$ cat src/rtl/exec_pkg.sv
package exec_pkg;

  localparam int OPC_W = 6;

  typedef enum logic [4:0] {
    K_ADD, K_SUB, K_AND, K_OR, K_XOR, K_XNOR, K_NOR, K_MUL,
    K_SLL, K_SRA, K_SRL, K_CEQ, K_CNE, K_CGT, K_CGE, K_CGTU,
    K_CGEU, K_SEXB, K_SEXH
  } alu_kind_e;

  typedef enum logic [1:0] {
    B_REG, B_SIGNED, B_UNSIGNED, B_UPPER
  } bsel_e;

  typedef struct packed {
    alu_kind_e kind;
    bsel_e     bsel;
    logic      three_reg;
    logic      legal;
  } exec_ctrl_t;

endpackage

$ cat src/rtl/exec_decode.sv
module exec_decode
  import exec_pkg::*;
#(
  parameter int RSV_W = 11
) (
  input  logic [OPC_W-1:0] opcode,
  input  logic [RSV_W-1:0] rsv_bits,
  output exec_ctrl_t       ctrl
);

  logic rsv_clear;
  assign rsv_clear = (rsv_bits == '0);

  always_comb begin
    ctrl.kind      = K_ADD;
    ctrl.bsel      = B_REG;
    ctrl.three_reg = 1'b1;
    ctrl.legal     = rsv_clear;
    case (opcode)
      6'd45: ctrl.kind = K_ADD;
      6'd50: ctrl.kind = K_SUB;
      6'd40: ctrl.kind = K_AND;
      6'd46: ctrl.kind = K_OR;
      6'd38: ctrl.kind = K_XOR;
      6'd41: ctrl.kind = K_XNOR;
      6'd33: ctrl.kind = K_NOR;
      6'd34: ctrl.kind = K_MUL;
      6'd47: ctrl.kind = K_SLL;
      6'd37: ctrl.kind = K_SRA;
      6'd32: ctrl.kind = K_SRL;
      6'd57: ctrl.kind = K_CEQ;
      6'd63: ctrl.kind = K_CNE;
      6'd58: ctrl.kind = K_CGT;
      6'd59: ctrl.kind = K_CGE;
      6'd61: ctrl.kind = K_CGTU;
      6'd60: ctrl.kind = K_CGEU;
      6'd44: ctrl.kind = K_SEXB;
      6'd55: ctrl.kind = K_SEXH;
      default: begin
        ctrl.three_reg = 1'b0;
        ctrl.legal     = 1'b1;
        case (opcode)
          6'd13: begin ctrl.kind = K_ADD;  ctrl.bsel = B_SIGNED;   end
          6'd2:  begin ctrl.kind = K_MUL;  ctrl.bsel = B_SIGNED;   end
          6'd25: begin ctrl.kind = K_CEQ;  ctrl.bsel = B_SIGNED;   end
          6'd26: begin ctrl.kind = K_CGT;  ctrl.bsel = B_SIGNED;   end
          6'd27: begin ctrl.kind = K_CGE;  ctrl.bsel = B_SIGNED;   end
          6'd31: begin ctrl.kind = K_CNE;  ctrl.bsel = B_SIGNED;   end
          6'd8:  begin ctrl.kind = K_AND;  ctrl.bsel = B_UNSIGNED; end
          6'd14: begin ctrl.kind = K_OR;   ctrl.bsel = B_UNSIGNED; end
          6'd6:  begin ctrl.kind = K_XOR;  ctrl.bsel = B_UNSIGNED; end
          6'd1:  begin ctrl.kind = K_NOR;  ctrl.bsel = B_UNSIGNED; end
          6'd9:  begin ctrl.kind = K_XNOR; ctrl.bsel = B_UNSIGNED; end
          6'd28: begin ctrl.kind = K_CGEU; ctrl.bsel = B_UNSIGNED; end
          6'd29: begin ctrl.kind = K_CGTU; ctrl.bsel = B_UNSIGNED; end
          6'd15: begin ctrl.kind = K_SLL;  ctrl.bsel = B_UNSIGNED; end
          6'd5:  begin ctrl.kind = K_SRA;  ctrl.bsel = B_UNSIGNED; end
          6'd0:  begin ctrl.kind = K_SRL;  ctrl.bsel = B_UNSIGNED; end
          6'd24: begin ctrl.kind = K_AND;  ctrl.bsel = B_UPPER;    end
          6'd30: begin ctrl.kind = K_OR;   ctrl.bsel = B_UPPER;    end
          default: ctrl.legal = 1'b0;
        endcase
      end
    endcase
  end

endmodule

$ cat src/rtl/exec_operand.sv
module exec_operand
  import exec_pkg::*;
#(
  parameter int DATA_W = 32,
  parameter int IMM_W  = 16
) (
  input  bsel_e             bsel,
  input  logic [IMM_W-1:0]  imm,
  input  logic [DATA_W-1:0] reg_b,
  output logic [DATA_W-1:0] opnd_b
);

  localparam int PAD_W = DATA_W - IMM_W;

  logic [DATA_W-1:0] imm_s, imm_z, imm_u;

  assign imm_s = {{PAD_W{imm[IMM_W-1]}}, imm};
  assign imm_z = {{PAD_W{1'b0}}, imm};

  generate
    if (PAD_W >= IMM_W) begin : g_upper_fits
      assign imm_u = {{(PAD_W-IMM_W){1'b0}}, imm, {IMM_W{1'b0}}};
    end else begin : g_upper_trunc
      assign imm_u = {imm[PAD_W-1:0], {IMM_W{1'b0}}};
    end
  endgenerate

  always_comb begin
    case (bsel)
      B_SIGNED:   opnd_b = imm_s;
      B_UNSIGNED: opnd_b = imm_z;
      B_UPPER:    opnd_b = imm_u;
      default:    opnd_b = reg_b;
    endcase
  end

endmodule

$ cat src/rtl/exec_alu.sv
module exec_alu
  import exec_pkg::*;
#(
  parameter int DATA_W = 32
) (
  input  alu_kind_e         kind,
  input  logic [DATA_W-1:0] a,
  input  logic [DATA_W-1:0] b,
  output logic [DATA_W-1:0] y
);

  localparam int SH_W = $clog2(DATA_W);

  logic [SH_W-1:0]   amt;
  logic [DATA_W-1:0] prod;
  logic              eq, gt_s, gt_u;

  assign amt  = b[SH_W-1:0];
  assign prod = a * b;
  assign eq   = (a == b);
  assign gt_s = ($signed(a) > $signed(b));
  assign gt_u = (a > b);

  always_comb begin
    y = '0;
    case (kind)
      K_ADD:  y = a + b;
      K_SUB:  y = a - b;
      K_AND:  y = a & b;
      K_OR:   y = a | b;
      K_XOR:  y = a ^ b;
      K_XNOR: y = ~(a ^ b);
      K_NOR:  y = ~(a | b);
      K_MUL:  y = prod;
      K_SLL:  y = a << amt;
      K_SRA:  y = $unsigned($signed(a) >>> amt);
      K_SRL:  y = a >> amt;
      K_CEQ:  y[0] = eq;
      K_CNE:  y[0] = ~eq;
      K_CGT:  y[0] = gt_s;
      K_CGE:  y[0] = gt_s | eq;
      K_CGTU: y[0] = gt_u;
      K_CGEU: y[0] = gt_u | eq;
      K_SEXB: y = {{(DATA_W-8){a[7]}}, a[7:0]};
      K_SEXH: y = {{(DATA_W-16){a[15]}}, a[15:0]};
      default: y = '0;
    endcase
  end

endmodule

$ cat src/rtl/int_exec_unit.sv
module int_exec_unit
  import exec_pkg::*;
#(
  parameter int DATA_W = 32,
  parameter int IDX_W  = 5,
  parameter int IMM_W  = 16
) (
  input  logic              clk,
  input  logic              rst,
  input  logic              in_valid,
  input  logic [31:0]       in_insn,
  input  logic [DATA_W-1:0] src_a,
  input  logic [DATA_W-1:0] src_b,
  output logic              out_valid,
  output logic              out_wen,
  output logic [DATA_W-1:0] out_result,
  output logic [IDX_W-1:0]  out_dest
);

  localparam int OPC_LSB  = 32 - OPC_W;
  localparam int RB_LSB   = OPC_LSB - 2*IDX_W;
  localparam int RD_LSB   = RB_LSB - IDX_W;

  exec_ctrl_t        ctrl;
  logic [DATA_W-1:0] opnd_b, alu_y;
  logic [IDX_W-1:0]  dest;
  logic [OPC_W-1:0]  opcode;

  assign opcode = in_insn[31:OPC_LSB];

  exec_decode #(.RSV_W(RD_LSB)) u_dec (
    .opcode   (opcode),
    .rsv_bits (in_insn[RD_LSB-1:0]),
    .ctrl     (ctrl)
  );

  exec_operand #(.DATA_W(DATA_W), .IMM_W(IMM_W)) u_opnd (
    .bsel   (ctrl.bsel),
    .imm    (in_insn[IMM_W-1:0]),
    .reg_b  (src_b),
    .opnd_b (opnd_b)
  );

  exec_alu #(.DATA_W(DATA_W)) u_alu (
    .kind (ctrl.kind),
    .a    (src_a),
    .b    (opnd_b),
    .y    (alu_y)
  );

  assign dest = ctrl.three_reg ? in_insn[RD_LSB+IDX_W-1:RD_LSB]
                               : in_insn[RB_LSB+IDX_W-1:RB_LSB];

  always_ff @(posedge clk) begin
    if (rst) begin
      out_valid  <= 1'b0;
      out_wen    <= 1'b0;
      out_result <= '0;
      out_dest   <= '0;
    end else begin
      out_valid <= in_valid;
      out_wen   <= in_valid && ctrl.legal && (dest != '0);
      if (in_valid) begin
        out_result <= alu_y;
        out_dest   <= dest;
      end
    end
  end

  // strobe follows the input one cycle later
  a_r2_valid_follows: assert property (@(posedge clk) disable iff (rst)
    !$past(rst) |-> (out_valid == $past(in_valid)));

  a_r2_wen_needs_valid: assert property (@(posedge clk) disable iff (rst)
    out_wen |-> out_valid);

  a_r12_no_zero_write: assert property (@(posedge clk) disable iff (rst)
    out_wen |-> (out_dest != '0));

  a_r9_compare_boolean: assert property (@(posedge clk) disable iff (rst)
    $past(in_valid && (in_insn[31:26] inside {6'd57, 6'd58, 6'd59, 6'd60,
      6'd61, 6'd63, 6'd25, 6'd26, 6'd27, 6'd28, 6'd29, 6'd31}))
    |-> (out_result[DATA_W-1:1] == '0));

  a_r10_sextb_upper: assert property (@(posedge clk) disable iff (rst)
    $past(in_valid && in_insn[31:26] == 6'd44)
    |-> ((out_result[DATA_W-1:7] == '0) || (&out_result[DATA_W-1:7])));

  a_r13_unsupported_silent: assert property (@(posedge clk) disable iff (rst)
    $past(in_valid && in_insn[31:26] == 6'd35) |-> !out_wen);

endmodule

$ cat config.mk
export PLATFORM = sky130hd
export DESIGN_NAME = int_exec_unit
export DESIGN_NICKNAME = d
export VERILOG_FILES = /design/src/rtl/exec_pkg.sv /design/src/rtl/exec_decode.sv /design/src/rtl/exec_operand.sv /design/src/rtl/exec_alu.sv /design/src/rtl/int_exec_unit.sv
export SDC_FILE = /design/constraint.sdc
export NUM_CORES = 2
export LEC_CHECK = 0
export ABC_AREA = 1
export BUFFER_PORTS_ARGS = -buffer_cell sky130_fd_sc_hd__buf_4
export CAP_MARGIN = 0
export CORE_MARGIN = 1.5
export CORE_UTILIZATION = 50
export DETAILED_ROUTE_END_ITERATION = 8
export GPL_ROUTABILITY_DRIVEN = 1
export HOLD_SLACK_MARGIN = 0.05
export PLACE_DENSITY = 0.65
export SLEW_MARGIN = 20
export SYNTH_ARGS = -nofsm -noshare
export SYNTH_HDL_FRONTEND = slang
export SYNTH_SLANG_ARGS = --single-unit
export TNS_END_PERCENT = 10
$ cat constraint.sdc
create_clock -name clk -period 11.4 [get_ports clk]
set_input_delay 1.71 -clock clk [delete_from_list [all_inputs] [get_ports clk]]
set_output_delay 1.71 -clock clk [all_outputs]
set_load 0.02 [all_outputs]
Yosys cells after proc, flatten, opt, wreduce, memory -nomap -nowiden
Cells that the tools add are included.
W data, S select, Z words.
- flip-flop bits (word level): 39
- word-level logic and storage cells: 95
- add/subtract/negate cells: 2
- multiply operators: 1
- $lt $le $gt $ge: 2
- equality and inequality tests: 58
- shift-type cells: 3
- mux-type cells: 8
- bitwise operators: 8
- reduce and logical (&&, ||, !) cells: 9
- operator list (kind ; number):
    $pmux W31 S13 ; 1
    $pmux W7 S18 ; 1
    $eq A6 B6 Y1 const B ; 19
    $pmux W32 S3 ; 1
    $pmux W5 S19 ; 1
    $gt A32 B32 Y1 ; 2
    $not A32 Y32 ; 2
    $eq A6 B5 Y1 const B ; 8
    $eq A5 B4 Y1 const B ; 8
    $add A32 B32 Y32 ; 1
    $and A32 B32 Y32 ; 1
    $eq A32 B32 Y1 ; 1
    $mul A32 B32 Y32 ; 1
    $or A32 B32 Y32 ; 1
    $shl A32 B5 Y32 ; 1
    $shr A32 B5 Y32 ; 1
    $sshr A32 B5 Y32 ; 1
    $sub A32 B32 Y32 ; 1
    $xor A32 B32 Y32 ; 1
    $eq A6 B4 Y1 const B ; 5
    $eq A5 B3 Y1 const B ; 4
    $reduce_or A19 Y1 ; 1
    $pmux W1 S18 ; 1
    $reduce_or A18 Y1 ; 1
    other kinds (19) ; 26

Logic depth before layout (Yosys ltp)
- depth in word-level cells: 9
- depth in mapped cells: 51
- mapped depth without buffers: 47

Modules after synthesis
A second synthesis with hierarchy kept.
- cell total of the unflattened synthesis: 4533
- area total of the unflattened synthesis: 29151.7 um^2
- by module, submodules not included (module ; times used ; cells each ; area an instance (um^2) ; seq. area each (um^2)):
    exec_alu ; 1 ; 4086 ; 26345.3 ; 0.0
    int_exec_unit ; 1 ; 192 ; 1467.7 ; 780.7
    exec_operand ; 1 ; 129 ; 760.7 ; 0.0
    exec_decode ; 1 ; 126 ; 578.1 ; 0.0

Worst setup path before layout
Ideal clock, no wire load.
- path type: input to register
- start: input in_insn[31]
- end: register out_result[29]
- arrival: 9.683 ns
- data required time: 11.268 ns
- setup slack: 1.585 ns
- stages on the path: 42
- buffers on the path: 6
- cell sequence: buf_2 -> nor2_4 -> nand3_1 -> nand2_1 -> nor2_1 -> nand2_2 -> nor2_4 -> nand2_2 -> buf_6 -> nor2_1 -> nor2_1 -> nand2_1 -> buf_4 -> buf_2 -> buf_1 -> clkbuf_1 -> nor2_1 -> fa_1 -> [... 6 more ...] -> fa_1 -> fa_1 -> fa_1 -> ha_1 -> nand2_1 -> nor4_1 -> nand3_1 -> nand3_1 -> nand3_1 -> nand2_1 -> a31o_2 -> a21oi_1 -> o21ai_0 -> nand3_1 -> nor3_1 -> nand2_1 -> nand2_1 -> a21oi_1
- cells in the longest elaborated chain, start to end: 8
- elaborated cells on any way between the ends: 70
- RTL lines (item ; line ; RTL):
    start, declared ; int_exec_unit.sv:11 ; input logic [31:0] in_insn,
    parallel branches: the longest is 7 deep, another holds $mul A32 B32 Y32 ; -- ;
    $pmux W31 S13 (*) ; exec_alu.sv:26 ; case (kind)
    end signal, assigned ; int_exec_unit.sv:64 ; out_result <= alu_y;
    end, declared ; int_exec_unit.sv:16 ; output logic [DATA_W-1:0] out_result,
Mark *: on every way between the ends.
A chain may end at the register's enable or synchronous reset.

Worst setup path in the final report
- start: input in_insn[29]
- end: register out_result[14]
The elaborated chain is that of the path after synthesis.

==> flow_metrics.env <==
export IMPL_outcome="complete, but fails checks"
export IMPL_violations="design-rule violations"
export IMPL_avgSynthCellArea_um2=6.68
export IMPL_layout_nets=4756
export IMPL_dieArea_um2=54900
export IMPL_cap_violations=0
export IMPL_num_io_pins=138
export IMPL_coreArea_um2=52800
export IMPL_viasPerCell=5.96
export IMPL_tns_ns=0
export IMPL_r2r_setup_slack_ns=10.70
export IMPL_ctsHoldBuffers=0
export IMPL_hpwl_um=91800
export IMPL_std_cell_rows=84
export IMPL_yosys_warnings=0
export IMPL_synthesis_area_um2=26700
export IMPL_track_usage_pct=42.6
export IMPL_drive_gt1_share_pct=7.65
export IMPL_report_final_slew_viol_count=0
export IMPL_cp_required_ns=11.57
export IMPL_synth_nets=4730
export IMPL_synth_top_family_by_area="adder cells"
export IMPL_multiInputGateArea_um2=22500
export IMPL_end_kind="flop"
export IMPL_synth_seq_cells=39
export IMPL_h_tree_depth=2
export IMPL_cts_resized=0
export IMPL_cts_buffers=5
export IMPL_crit_path_max_incr_delay_ns=0.69
export IMPL_start_util_pct=50.7
export IMPL_antenna_found_initial=2
export IMPL_min_period_ns=10.71
export IMPL_cp_common_cell="fa_1"
export IMPL_final_common_cell="nand2_1"
export IMPL_holdPathStages=2
export IMPL_area_delta_synth_final_pct=6.73
export IMPL_clk_pin_slew_ns=0.06
export IMPL_hold_viol=0
export IMPL_dieWidth_um=234
export IMPL_cp_max_fo=19
export IMPL_setup_viol_count_final=0
export IMPL_arrival_ns=10.88
export IMPL_skew_ns=0
export IMPL_place_congestion=1.05
export IMPL_post_synth_and_or_nand_nor_area_fraction_pct=25.8
export IMPL_cts_sinks=39
export IMPL_seq_area_frac_synth_pct=2.92
export IMPL_min_path_type="flop to flop"
export IMPL_clk_latency_ns=0.30
export IMPL_route_detailed_drc=2
export IMPL_drt_total_wl_um=116000
export IMPL_max_freq_ghz=0.0933
export IMPL_critPathLaunchType="input pin"
export IMPL_rsz0062_at_grt="false"
export IMPL_portBuffers=132
export IMPL_wl_met3_um=14400
export IMPL_register_area_um2=781
export IMPL_synthCells=4001
export IMPL_synth_xor_area_share_pct=1.05
export IMPL_fillCellCount=5479
export IMPL_cts_root_buf="clkbuf_16"
export IMPL_reg2reg_depth=3
export IMPL_synthDistinctLibCells=59
export IMPL_synthAdderAreaFrac_pct=41.0
export IMPL_drt_iter0_drc=3133
export IMPL_drt_pass1_iterations=8
export IMPL_fin_crit_sh_pct=94.0
export IMPL_grt_pass1_wl_um=171000
export IMPL_gr_total_overflow=0
export IMPL_cts_tree="built"
export IMPL_relSlewSlack_pct=32.1
export IMPL_synth_mux_area_share_pct=0.973
export IMPL_cts_buffer_depth=2
export IMPL_drt_met1_wl_um=45300
export IMPL_cp_slowest_cell="a2111oi_0"
export IMPL_highest_layer="met4"
export IMPL_layout_common_cells="nand2_1 (842), inv_1 (669), nor2_1 (505)"
export IMPL_synth_edf_count=0
export IMPL_grt_max_degree=66
export IMPL_vias=28100
export IMPL_ant_nets=0
export IMPL_path_class="input pin to flop"
export IMPL_worst_pin_slew_ns=1.01
export IMPL_wl_met2_um=48500
export IMPL_cts_setup_buffers=0
export IMPL_grt_pass1_vias=27600
export IMPL_die_h_um=234
export IMPL_wire_per_inst_um=24.5
export IMPL_synthArstFlopShare_pct=0
export IMPL_synth_compound_area_share_pct=15.2
export IMPL_synth_top_flop_cell="dfxtp_1"
==> worst max-delay path: cells and delay by family <==
family	cells	cell delay [ns]
AND/OR/NAND/NOR	12	2.12
XOR/XNOR	1	0.18
adder cells (fa/ha/maj)	9	3.79
AO/OA/AOI/OAI	6	2.24
buffers and inverters	7	0.78
==> layout make-up <==
class / count / share of cell area (%)
Sequential cell: 39 / 2.74
Antenna cell: 1 / 0.00877
Clock buffer: 5 / 0.438
Inverter: 702 / 9.23
Timing Repair Buffer: 217 / 5.75
Clock inverter: 3 / 0.153
Multi-Input combinational cell: 3062 / 78.7
Tap cell: 688 / 3.02
==> cells by family after synthesis <==
group | Yosys count
xor gates and xnor gates | 32
AOI/OAI and AO/OA | 706
and+or+nand+nor | 1668
DFF | 39
adders and majority gates | 630
muxes | 26
buffers and inverters | 900
==> registers in the layout, indices dropped and copies added, names as in the netlist <==
name and flops:
out_wen 1, out_dest 5, out_result 32, out_valid 1
==> routing by layer <==
| metal | GRT usage, % | vias to the layer above |
|---|---|---|
| met5 | 0 | - |
| met4 | 21.4 | 0 |
| met3 | 12.1 | 400 |
| met2 | 63.4 | 1695 |
| met1 | 56.5 | 13300 |
| li1 | - | 12700 |
==> cell usage after synthesis, types with 10 or more instances <==
| cell | n | area (um2) |
|---|---|---|
| a221oi_1 | 10 | 87.6 |
| buf_4 | 12 | 90.1 |
| nand4_1 | 49 | 307 |
| o21ai_0 | 218 | 1090 |
| nor2_1 | 505 | 1900 |
| a21oi_1 | 233 | 1170 |
| inv_1 | 670 | 2510 |
| buf_2 | 34 | 170 |
| dfxtp_1 | 39 | 781 |
| o22ai_1 | 30 | 188 |
| a22oi_1 | 10 | 75.1 |
| o21ai_1 | 64 | 320 |
| o2111ai_1 | 22 | 193 |
| buf_1 | 19 | 71.3 |
| xor2_1 | 21 | 184 |
| or2_2 | 14 | 87.6 |
| nor3_1 | 36 | 180 |
| clkbuf_1 | 126 | 473 |
| nor4_1 | 13 | 81.3 |
| nor2_2 | 11 | 68.8 |
| xnor2_1 | 11 | 96.3 |
| inv_2 | 19 | 71.3 |
| a211oi_1 | 19 | 143 |
| ha_1 | 220 | 2750 |
| mux2i_1 | 26 | 260 |
| nand2_2 | 16 | 100 |
| nand3_1 | 155 | 776 |
| o211ai_1 | 26 | 195 |
| nand2_1 | 846 | 3180 |
| clkinv_1 | 13 | 48.8 |
| fa_1 | 410 | 8210 |
==> stage by stage <==
stage | utilization (%) | std cells | hold slack [ns] | area (um2) | worst slack (ns)
after floorplan | - | 4001 | 0.545 | 26700 | 1.58
after CTS | 54.1 | 4716 | 0.466 | 28500 | 0.871
final | 54.1 | 4717 | 0.463 | 28500 | 0.687
after global routing | 54.1 | 4716 | 0.484 | 28500 | 0.284
after global placement | 53.8 | 4708 | 0.456 | 28400 | 0.613
after detailed placement | 53.8 | 4708 | 0.457 | 28400 | 0.570
==> worst paths after layout <==
kind,start,end
max,in_insn[29],out_result[14]$_SDFFE_PP0P_
min,out_result[8]$_SDFFE_PP0P_,out_result[8]$_SDFFE_PP0P_
max reg2reg,out_dest[2]$_SDFFE_PP0P_,out_dest[2]$_SDFFE_PP0P_
min reg2reg,out_result[8]$_SDFFE_PP0P_,out_result[8]$_SDFFE_PP0P_
Power is left out: the tool's default activity adds up to more than one toggle a clock period on the data nets, which glitch-free logic cannot reach.
